<file path="src/rtl/flash_seq_pkg.sv">
package flash_seq_pkg;
  localparam logic [15:0] UNLK_A1    = 16'h5555;
  localparam logic [15:0] UNLK_A2    = 16'h2AAA;
  localparam logic [7:0]  KEY1       = 8'hAA;
  localparam logic [7:0]  KEY2       = 8'h55;
  localparam logic [7:0]  CMD_PROG   = 8'hA0;
  localparam logic [7:0]  CMD_ESETUP = 8'h80;
  localparam logic [7:0]  CMD_IDIN   = 8'h90;
  localparam logic [7:0]  CMD_SERASE = 8'h30;
  localparam logic [7:0]  CMD_CERASE = 8'h10;
  localparam logic [7:0]  MFR_CODE   = 8'hBF;

  typedef enum logic [2:0] {
    SQ_IDLE, SQ_U1, SQ_U2, SQ_PGM, SQ_E3, SQ_E4, SQ_E5
  } seq_e;

  typedef enum logic [1:0] {OP_PROG, OP_SERASE, OP_CERASE} op_e;
endpackage

</file>
<file path="src/rtl/flash_bus_sample.sv">
module flash_bus_sample #(
  parameter int ADDR_W = 16
) (
  input  logic              clk_i,
  input  logic              rst_ni,
  input  logic              ce_ni,
  input  logic              we_ni,
  input  logic              oe_ni,
  input  logic [ADDR_W-1:0] addr_i,
  input  logic [7:0]        data_i,
  output logic              rd_act_o,
  output logic              rd_end_o,
  output logic [ADDR_W-1:0] addr_o,
  output logic              wr_end_o,
  output logic [ADDR_W-1:0] wr_addr_o,
  output logic [7:0]        wr_data_o
);
  logic ce_q, we_q, oe_q, wr_q, rd_q;
  logic [ADDR_W-1:0] addr_q, wr_addr_q;
  logic [7:0] data_q, wr_data_q;
  logic wr_act, rd_act;

  assign wr_act = !ce_q && !we_q && oe_q;
  assign rd_act = !ce_q && !oe_q;

  always_ff @(posedge clk_i or negedge rst_ni) begin
    if (!rst_ni) begin
      ce_q <= 1'b1; we_q <= 1'b1; oe_q <= 1'b1;
      wr_q <= 1'b0; rd_q <= 1'b0;
      addr_q <= '0; data_q <= '0;
      wr_addr_q <= '0; wr_data_q <= '0;
    end else begin
      ce_q <= ce_ni; we_q <= we_ni; oe_q <= oe_ni;
      addr_q <= addr_i; data_q <= data_i;
      wr_q <= wr_act; rd_q <= rd_act;
      if (wr_act && !wr_q) wr_addr_q <= addr_q;  // later falling strobe
      if (wr_act) wr_data_q <= data_q;           // last value before earlier rise
    end
  end

  assign rd_act_o  = rd_act;
  assign rd_end_o  = rd_q && !rd_act;
  assign addr_o    = addr_q;
  assign wr_end_o  = wr_q && !wr_act;
  assign wr_addr_o = wr_addr_q;
  assign wr_data_o = wr_data_q;


  wr_qualify_chk: assert property (@(posedge clk_i) disable iff (!rst_ni)
    wr_end_o |-> $past(!ce_ni && !we_ni && oe_ni, 2));
endmodule

</file>
<file path="src/rtl/flash_cmd_decode.sv">
module flash_cmd_decode
  import flash_seq_pkg::*;
#(
  parameter int ADDR_W = 16,
  parameter int MEM_AW = 6
) (
  input  logic              clk_i,
  input  logic              rst_ni,
  input  logic              cyc_i,
  input  logic [ADDR_W-1:0] addr_i,
  input  logic [7:0]        data_i,
  input  logic              busy_i,
  output logic              id_mode_o,
  output logic              start_o,
  output op_e               op_o,
  output logic [MEM_AW-1:0] op_addr_o,
  output logic [7:0]        op_data_o
);
  seq_e st_q, st_d;
  logic id_q, id_d, start_q, go;
  op_e  op_q, kind_d;
  logic [MEM_AW-1:0] op_addr_q;
  logic [7:0] op_data_q;
  logic at1, k1, k2, blocked;

  assign at1     = addr_i == ADDR_W'(UNLK_A1);
  assign k1      = at1 && data_i == KEY1;
  assign k2      = addr_i == ADDR_W'(UNLK_A2) && data_i == KEY2;
  assign blocked = busy_i || start_q;

  always_comb begin
    st_d = st_q; id_d = id_q; go = 1'b0; kind_d = OP_PROG;
    if (cyc_i && !blocked) begin
      st_d = SQ_IDLE;
      unique case (st_q)
        SQ_IDLE: if (k1) st_d = SQ_U1; else id_d = 1'b0;
        SQ_U1:   if (k2) st_d = SQ_U2; else id_d = 1'b0;
        SQ_U2: begin
          if (at1 && data_i == CMD_PROG)        st_d = SQ_PGM;
          else if (at1 && data_i == CMD_ESETUP) st_d = SQ_E3;
          else if (at1 && data_i == CMD_IDIN)   id_d = 1'b1;
          else                                  id_d = 1'b0;  // exit or abort
        end
        SQ_PGM: begin go = 1'b1; kind_d = OP_PROG; end
        SQ_E3:  if (k1) st_d = SQ_E4; else id_d = 1'b0;
        SQ_E4:  if (k2) st_d = SQ_E5; else id_d = 1'b0;
        SQ_E5: begin
          if (data_i == CMD_SERASE) begin go = 1'b1; kind_d = OP_SERASE; end
          else if (at1 && data_i == CMD_CERASE) begin go = 1'b1; kind_d = OP_CERASE; end
          else id_d = 1'b0;
        end
        default: id_d = 1'b0;
      endcase
    end
  end

  always_ff @(posedge clk_i or negedge rst_ni) begin
    if (!rst_ni) begin
      st_q <= SQ_IDLE; id_q <= 1'b0; start_q <= 1'b0;
      op_q <= OP_PROG; op_addr_q <= '0; op_data_q <= '0;
    end else begin
      st_q <= st_d; id_q <= id_d; start_q <= go;
      if (go) begin
        op_q <= kind_d;
        op_addr_q <= addr_i[MEM_AW-1:0];
        op_data_q <= data_i;
      end
    end
  end

  assign id_mode_o = id_q;
  assign start_o   = start_q;
  assign op_o      = op_q;
  assign op_addr_o = op_addr_q;
  assign op_data_o = op_data_q;


  busy_hold_chk: assert property (@(posedge clk_i) disable iff (!rst_ni)
    busy_i |=> $stable(st_q) && $stable(id_q));
endmodule

</file>
<file path="src/rtl/flash_op_timer.sv">
module flash_op_timer
  import flash_seq_pkg::*;
#(
  parameter int PROG_CYC   = 200,
  parameter int SERASE_CYC = 2000,
  parameter int CERASE_CYC = 5000
) (
  input  logic clk_i,
  input  logic rst_ni,
  input  logic start_i,
  input  op_e  op_i,
  output logic busy_o,
  output logic done_o
);
  localparam int MAXC = (PROG_CYC > SERASE_CYC)
                      ? ((PROG_CYC > CERASE_CYC) ? PROG_CYC : CERASE_CYC)
                      : ((SERASE_CYC > CERASE_CYC) ? SERASE_CYC : CERASE_CYC);
  localparam int CW = $clog2(MAXC + 1);

  logic [CW-1:0] cnt_q, len;

  always_comb begin
    unique case (op_i)
      OP_SERASE: len = CW'(SERASE_CYC);
      OP_CERASE: len = CW'(CERASE_CYC);
      default:   len = CW'(PROG_CYC);
    endcase
  end

  always_ff @(posedge clk_i or negedge rst_ni) begin
    if (!rst_ni)            cnt_q <= '0;
    else if (start_i)       cnt_q <= len;
    else if (cnt_q != '0)   cnt_q <= cnt_q - 1'b1;
  end

  assign busy_o = cnt_q != '0;
  assign done_o = cnt_q == CW'(1);


  start_busy_chk: assert property (@(posedge clk_i) disable iff (!rst_ni)
    start_i |=> busy_o);

  done_idle_chk: assert property (@(posedge clk_i) disable iff (!rst_ni)
    done_o |=> !busy_o);
endmodule

</file>
<file path="src/rtl/flash_cmd_seq.sv">
module flash_cmd_seq
  import flash_seq_pkg::*;
#(
  parameter int          ADDR_W     = 16,
  parameter int          MEM_AW     = 6,
  parameter int          SECT_AW    = 4,
  parameter int          PROG_CYC   = 200,
  parameter int          SERASE_CYC = 2000,
  parameter int          CERASE_CYC = 5000,
  parameter logic [7:0]  DEV_ID     = 8'hA7
) (
  input  logic              clk_i,
  input  logic              rst_ni,
  input  logic              ce_ni,
  input  logic              we_ni,
  input  logic              oe_ni,
  input  logic [ADDR_W-1:0] addr_i,
  input  logic [7:0]        data_i,
  output logic [7:0]        data_o,
  output logic              data_oe_o
);
  localparam int MEM_N = 1 << MEM_AW;

  logic rd_act, rd_end, wr_end, id_mode, start, busy, done, toggle_q;
  logic [ADDR_W-1:0] rd_addr, wr_addr;
  logic [7:0] wr_data, op_data, rd_val, prog_val;
  logic [MEM_AW-1:0] op_addr;
  op_e  op;
  logic [7:0] mem_q [MEM_N];

  flash_bus_sample #(.ADDR_W(ADDR_W)) u_bus (
    .clk_i, .rst_ni, .ce_ni, .we_ni, .oe_ni, .addr_i, .data_i,
    .rd_act_o(rd_act), .rd_end_o(rd_end), .addr_o(rd_addr),
    .wr_end_o(wr_end), .wr_addr_o(wr_addr), .wr_data_o(wr_data)
  );

  flash_cmd_decode #(.ADDR_W(ADDR_W), .MEM_AW(MEM_AW)) u_dec (
    .clk_i, .rst_ni, .cyc_i(wr_end), .addr_i(wr_addr), .data_i(wr_data),
    .busy_i(busy), .id_mode_o(id_mode), .start_o(start), .op_o(op),
    .op_addr_o(op_addr), .op_data_o(op_data)
  );

  flash_op_timer #(.PROG_CYC(PROG_CYC), .SERASE_CYC(SERASE_CYC),
                   .CERASE_CYC(CERASE_CYC)) u_tmr (
    .clk_i, .rst_ni, .start_i(start), .op_i(op), .busy_o(busy), .done_o(done)
  );

  for (genvar g = 0; g < MEM_N; g++) begin : g_cell
    localparam logic [MEM_AW-1:0] IDX = MEM_AW'(g);
    logic hit_prog, hit_erase;
    assign hit_prog  = op == OP_PROG && op_addr == IDX;
    assign hit_erase = op == OP_CERASE ||
                       (op == OP_SERASE && op_addr[MEM_AW-1:SECT_AW] == IDX[MEM_AW-1:SECT_AW]);
    always_ff @(posedge clk_i or negedge rst_ni) begin
      if (!rst_ni)                 mem_q[g] <= 8'hFF;
      else if (done && hit_erase)  mem_q[g] <= 8'hFF;
      else if (done && hit_prog)   mem_q[g] <= mem_q[g] & op_data;  // bits only clear
    end
  end

  always_ff @(posedge clk_i or negedge rst_ni) begin
    if (!rst_ni)              toggle_q <= 1'b0;
    else if (start)           toggle_q <= 1'b0;
    else if (busy && rd_end)  toggle_q <= ~toggle_q;
  end

  assign prog_val = mem_q[op_addr] & op_data;

  always_comb begin
    if (busy)
      rd_val = {(op == OP_PROG) ? ~prog_val[7] : 1'b0, toggle_q, 6'b0};
    else if (id_mode)
      rd_val = (rd_addr == '0) ? MFR_CODE :
               (rd_addr == ADDR_W'(1)) ? DEV_ID : 8'h00;
    else
      rd_val = mem_q[rd_addr[MEM_AW-1:0]];
  end

  assign data_oe_o = rd_act;
  assign data_o    = rd_act ? rd_val : 8'h00;


  read_oe_chk: assert property (@(posedge clk_i) disable iff (!rst_ni)
    (!ce_ni && !oe_ni) |=> data_oe_o);

  read_off_chk: assert property (@(posedge clk_i) disable iff (!rst_ni)
    (ce_ni || oe_ni) |=> !data_oe_o);
endmodule

</file>
<file path="config.mk">
export PLATFORM = sky130hd
export DESIGN_NAME = flash_cmd_seq
export DESIGN_NICKNAME = d
export VERILOG_FILES = /design/src/rtl/flash_seq_pkg.sv /design/src/rtl/flash_bus_sample.sv /design/src/rtl/flash_cmd_decode.sv /design/src/rtl/flash_op_timer.sv /design/src/rtl/flash_cmd_seq.sv
export SDC_FILE = /design/constraint.sdc
export NUM_CORES = 1
export LEC_CHECK = 0
export ABC_AREA = 1
export CAP_MARGIN = 30
export CORE_ASPECT_RATIO = 0.5
export CORE_MARGIN = 4
export CORE_UTILIZATION = 43
export DETAILED_ROUTE_END_ITERATION = 12
export SETUP_SLACK_MARGIN = 0.3
export SYNTH_ARGS = -nofsm -noshare
export SYNTH_HDL_FRONTEND = slang
export SYNTH_SLANG_ARGS = --single-unit
</file>
<file path="constraint.sdc">
create_clock -name clk_i -period 2.06 [get_ports clk_i]
set_input_delay 0.309 -clock clk_i [delete_from_list [all_inputs] [get_ports clk_i]]
set_output_delay 0.309 -clock clk_i [all_outputs]
set_load 0.03 [all_outputs]
</file>
==> metrics.md <==
| Metric | Value |
|---|---|
| Die H | `~190 um` |
| Nets | `between 3000 and 4000` |
| Routability cong. | `~0.95` |
| Worst-Margin Slew | `1.01 ns` |
| Clk buf depth | `3` |
| Routed wire per std cell | `around 24 um` |
| Mapped Avg Cell Area | `around 8.3 um2` |
| Sum Neg Setup Slack | `-103.82 ns` |
| Global-route wire length before repair | `around 150000 um` |
| DIE WIDTH | `approximately 370 um` |
| Slowest cell delay on critical path | `about 0.55 ns` |
| Number of global-route vias before repair | `roughly 25000` |
| Area leader, netlist | `dfstp_2` |
| R2R Path Start | `u_tmr.cnt_q[9]$_DFFE_PN0P_` |
| CTS root buffer | `clkbuf_16` |
| Status | `finished, violations left` |
| Critical Path Sink Type | `primary output` |
| Final Max Tran Viols | `0` |
| Netlist cell types | `42` |
| Ranking of synthesized cells by area | `dfstp_2, nand2_1, o21ai_0` |
| WL final | `~110000 um` |
| Hold Crit Class | `input pin to flop` |
| Die footprint | `~70000 um2` |
| RSZ-0062 raised after global routing | `yes` |
| Fraction of layout cells with a size suffix above 1 | `approximately 44%` |
| Area grow syn2layout | `39.4%` |
| Initial core utilization | `roughly 44%` |
| Flop-to-flop setup slack | `-0.27 ns` |
| First-pass iteration count of the detailed router | `6` |
| Crit Path Max Fanout | `6` |
| Max Cap Viol | `0` |
| Core ar. | `65300 um2` |
| Reg2reg path depth | `14` |
| Mapped Cells | `between 3000 and 4000` |
| DP HPWL | `slightly above 60000 um` |
| Initial drt markers | `roughly 3300` |
| Crit-path cells | `nor2_4 > buf_12 > buf_12 > buf_4 > nand2_1 > nand4_1 > nand3_1 > nand3_1 > nand3_2 > nand2_4 > nand2_2 > a21oi_4 > buf_12` |
| CTS Buf Count | `55` |
| Slack of the critical path | `-1.27 ns` |
| Top_reg_cell synth | `dfstp_2` |
| Final setup violation count | `520` |
| Filler cells | `about 5200` |
| WS Path Type | `flop to primary output` |
| Final Critical Period | `~3.3 ns` |
| WP data required | `approximately 1.8 ns` |
| Clk_lat worst skew | `0.65 ns` |
| Initial antenna violation count | `4` |
| EDFF count, synth | `0` |
| Antenna Nets Post-Route | `0` |
| Final Cycle Share | `162%` |
| Most Frequent Cell on Critical Path | `buf_12` |
| Clock transition at path regs | `0.07 ns` |
| Worst vdd ir | `0.613 mV` |
| CTS tree | `done` |
| Std-Cell Rows | `66` |
| Gr ovfl total | `0` |
| Flip-flop and latch count after synthesis | `600` |
| Hold Startpoint | `ce_ni` |
| Net Count, Synth | `roughly 3500` |
| CP startpoint kind | `flop` |
| Fmax | `between 300 and 400 MHz` |
| Arrival time worst endpoint | `3.02 ns` |
| Synth warnings | `0` |
| Failing checks | `negative setup slack` |
| GRT Overall Usage | `27.1%` |
| Worst Hold End | `u_bus.ce_q$_DFF_PN1_` |
| Count leader, synth | `nand2_1` |
| Clock skew | `~0.021 ns` |
| Routed via count | `27200` |
| Top cell type's share of synthesized area | `between 40% and 50%` |
| CP delay by family, top | `simple AND/OR/NAND/NOR gates` |
| Largest net degree at the start of global routing | `81` |
| Critical path buffer and inverter count | `4` |
| Port-buffer cells | `37` |
| Clock Sinks | `600` |
| Async set-reset flop share out of synthesis | `between 90% and 100%` |
| Fin. Hold Viols | `0` |
| Top-Level Pins | `38` |
| Post-synthesis cell area | `28500 um2` |
| Htree depth | `2` |
| DRC errors left | `0` |
| Max-slew headroom | `32.6%` |
| Hold Path Stages | `1` |
| Power density over the cells | `roughly 630 nW/um2` |
| Slowest CP cell | `dfrtp_4` |
| Synth cell count leaders | `nand2_1, o21ai_0, dfstp_2, nor2_1, nand3_1` |
| Post-synthesis sequential area ratio | `a little over half` |
| Reg2reg end | `mem_q[290]$_DFFE_PN1P_` |
| Static leakage | `between 0.015 and 0.02 uW` |
| Vias/cell | `between 5 and 6` |
| Total power | `about 25000 uW` |
kinds of logic (layout without fill, tap and decap cells):
family	count (synthesis)	in the layout	synth area share, %
buffers and inverters	346	678	5.08
other	0	1	0
multiplexers	2	2	0.0789
XOR/XNOR	4	4	0.123
adder cells (fa/ha/maj)	8	8	0.351
AND/OR/NAND/NOR	1647	1658	24.7
AO/OA/AOI/OAI	814	814	14.8
flip-flops	600	600	54.9
what timing repair did:
| item | in CTS | in global routing |
|---|---|---|
| hold buffers | 1 | 0 |
| setup endpoints to repair | 542 | 547 |
| pin swaps | 30 | 152 |
| gates resized for setup | 284 | 777 |
| buffers inserted | 32 | 52 |
| cloned | 11 | 82 |
| endpoints found under the hold margin | 73 | 0 |
worst reg2reg max path: stages (launching register included):
cell and delay (ns):
dfrtp_1 0.40, nor2_2 0.16, nand2_2 0.12, nor2_8 0.14, buf_6 0.11, nand4_4 0.16
buf_6 0.18, buf_6 0.11, clkinvlp_4 0.09, buf_12 0.12, buf_12 0.12, buf_12 0.12
nand2_8 0.12, buf_16 0.22, nand2_1 0.09
per-layer routing:
layer | track usage (%) | part of all wire [%] | up-vias
li1 | - | - | 12000
met1 | 41.2 | 42 | 13400
met2 | 39.4 | 43 | 1505
met3 | 6.11 | 12 | 233
met4 | 6.13 | 2.4 | 6
met5 | 0 | 0.10 | -
power by group:
group	internal [uW]	switching, uW	leakage (uW)	total (uW)
registers	11900	91.1	0.00638	12000
logic	812	1350	0.0113	2160
clock network	6060	4770	0.000920	10800
total	18800	6210	0.0185	25000
metrics by stage:
| step | area, um2 | utilization [%] | hold WS (ns) | cells | setup WS [ns] |
|---|---|---|---|---|---|
| floorplan | 28800 | - | 0.0134 | 3421 | 0.0688 |
| global placement | 31900 | 48.9 | 0.205 | 4371 | -0.651 |
| detailed placement | 31900 | 48.9 | 0.205 | 4371 | -0.654 |
| CTS | 35200 | 53.9 | 0.0579 | 4514 | -1.15 |
| global route | 39800 | 60.9 | 0.0768 | 4648 | -1.28 |
| finish | 39800 | 60.9 | 0.0775 | 4649 | -1.27 |
registers in the layout (all words and copies together) (netlist names):
name / count
u_dec.st_q: 3
u_dec.op_data_o: 8
u_bus.addr_o: 16
u_bus.oe_q: 1
toggle_q: 1
u_bus.wr_addr_o: 16
u_dec.op_addr_o: 6
u_bus.data_q: 8
u_bus.rd_q: 1
mem_q: 512
u_tmr.cnt_q: 13
u_bus.we_q: 1
u_bus.wr_data_o: 8
u_dec.start_o: 1
u_dec.id_mode_o: 1
u_dec.op_o: 2
u_bus.wr_q: 1
u_bus.ce_q: 1
final cells by class:
| class | count | area, um2 | area share (%) |
|---|---|---|---|
| diodes | 1 | 2.50 | 0.00629 |
| clock buffers | 80 | 1620 | 4.07 |
| clock inverters | 19 | 226 | 0.569 |
| inverters | 117 | 463 | 1.16 |
| multi-input cells | 2486 | 14400 | 36.3 |
| flip-flops and latches | 600 | 15700 | 39.4 |
| well taps | 884 | 1110 | 2.78 |
| repair buffers | 462 | 6230 | 15.7 |
worst max path at each step:
stage                              start        end  slack [ns]  depth (start not counted)
2_1_floorplan  u_bus.addr_o[1]$_DFF_PN0_  data_o[0]        0.07                         14
3_3_place_gp   u_bus.addr_o[0]$_DFF_PN0_  data_o[2]       -0.65                         13
3_5_place_dp   u_bus.addr_o[1]$_DFF_PN0_  data_o[1]       -0.65                         15
4_1_cts        u_bus.addr_o[0]$_DFF_PN0_  data_o[3]       -1.15                         17
5_1_grt        u_bus.addr_o[0]$_DFF_PN0_  data_o[3]       -1.28                         18
6_report       u_bus.addr_o[0]$_DFF_PN0_  data_o[5]       -1.27                         13
layout by cell type (no fill, tap or decap), types with 7 or more instances in the layout:
master and count:
nand3_1 109, buf_4 203, ha_1 8, nand3_4 11, nor2_4 7, clkdlybuf4s50_1 27, a21oi_2 10, nor3_1 9
nand2_2 88, inv_2 13, nand4_1 54, nor2_1 253, dfrtp_2 12, o21ai_1 185, nand3_2 38, buf_16 21
o21ai_4 26, buf_6 51, clkbuf_1 10, nand2_4 88, a21oi_4 11, nand2_1 908, o211ai_1 27, clkinv_2 12
nor4_1 12, buf_8 22, dfrtp_1 72, nor2_2 20, nand2_8 49, clkbuf_8 15, o21ai_0 281, o21ai_2 208
inv_1 100, a22oi_1 8, buf_12 96, dfstp_2 515, a21oi_1 45, clkbuf_16 96
Note: power is estimated with default switching activity, not from simulation.
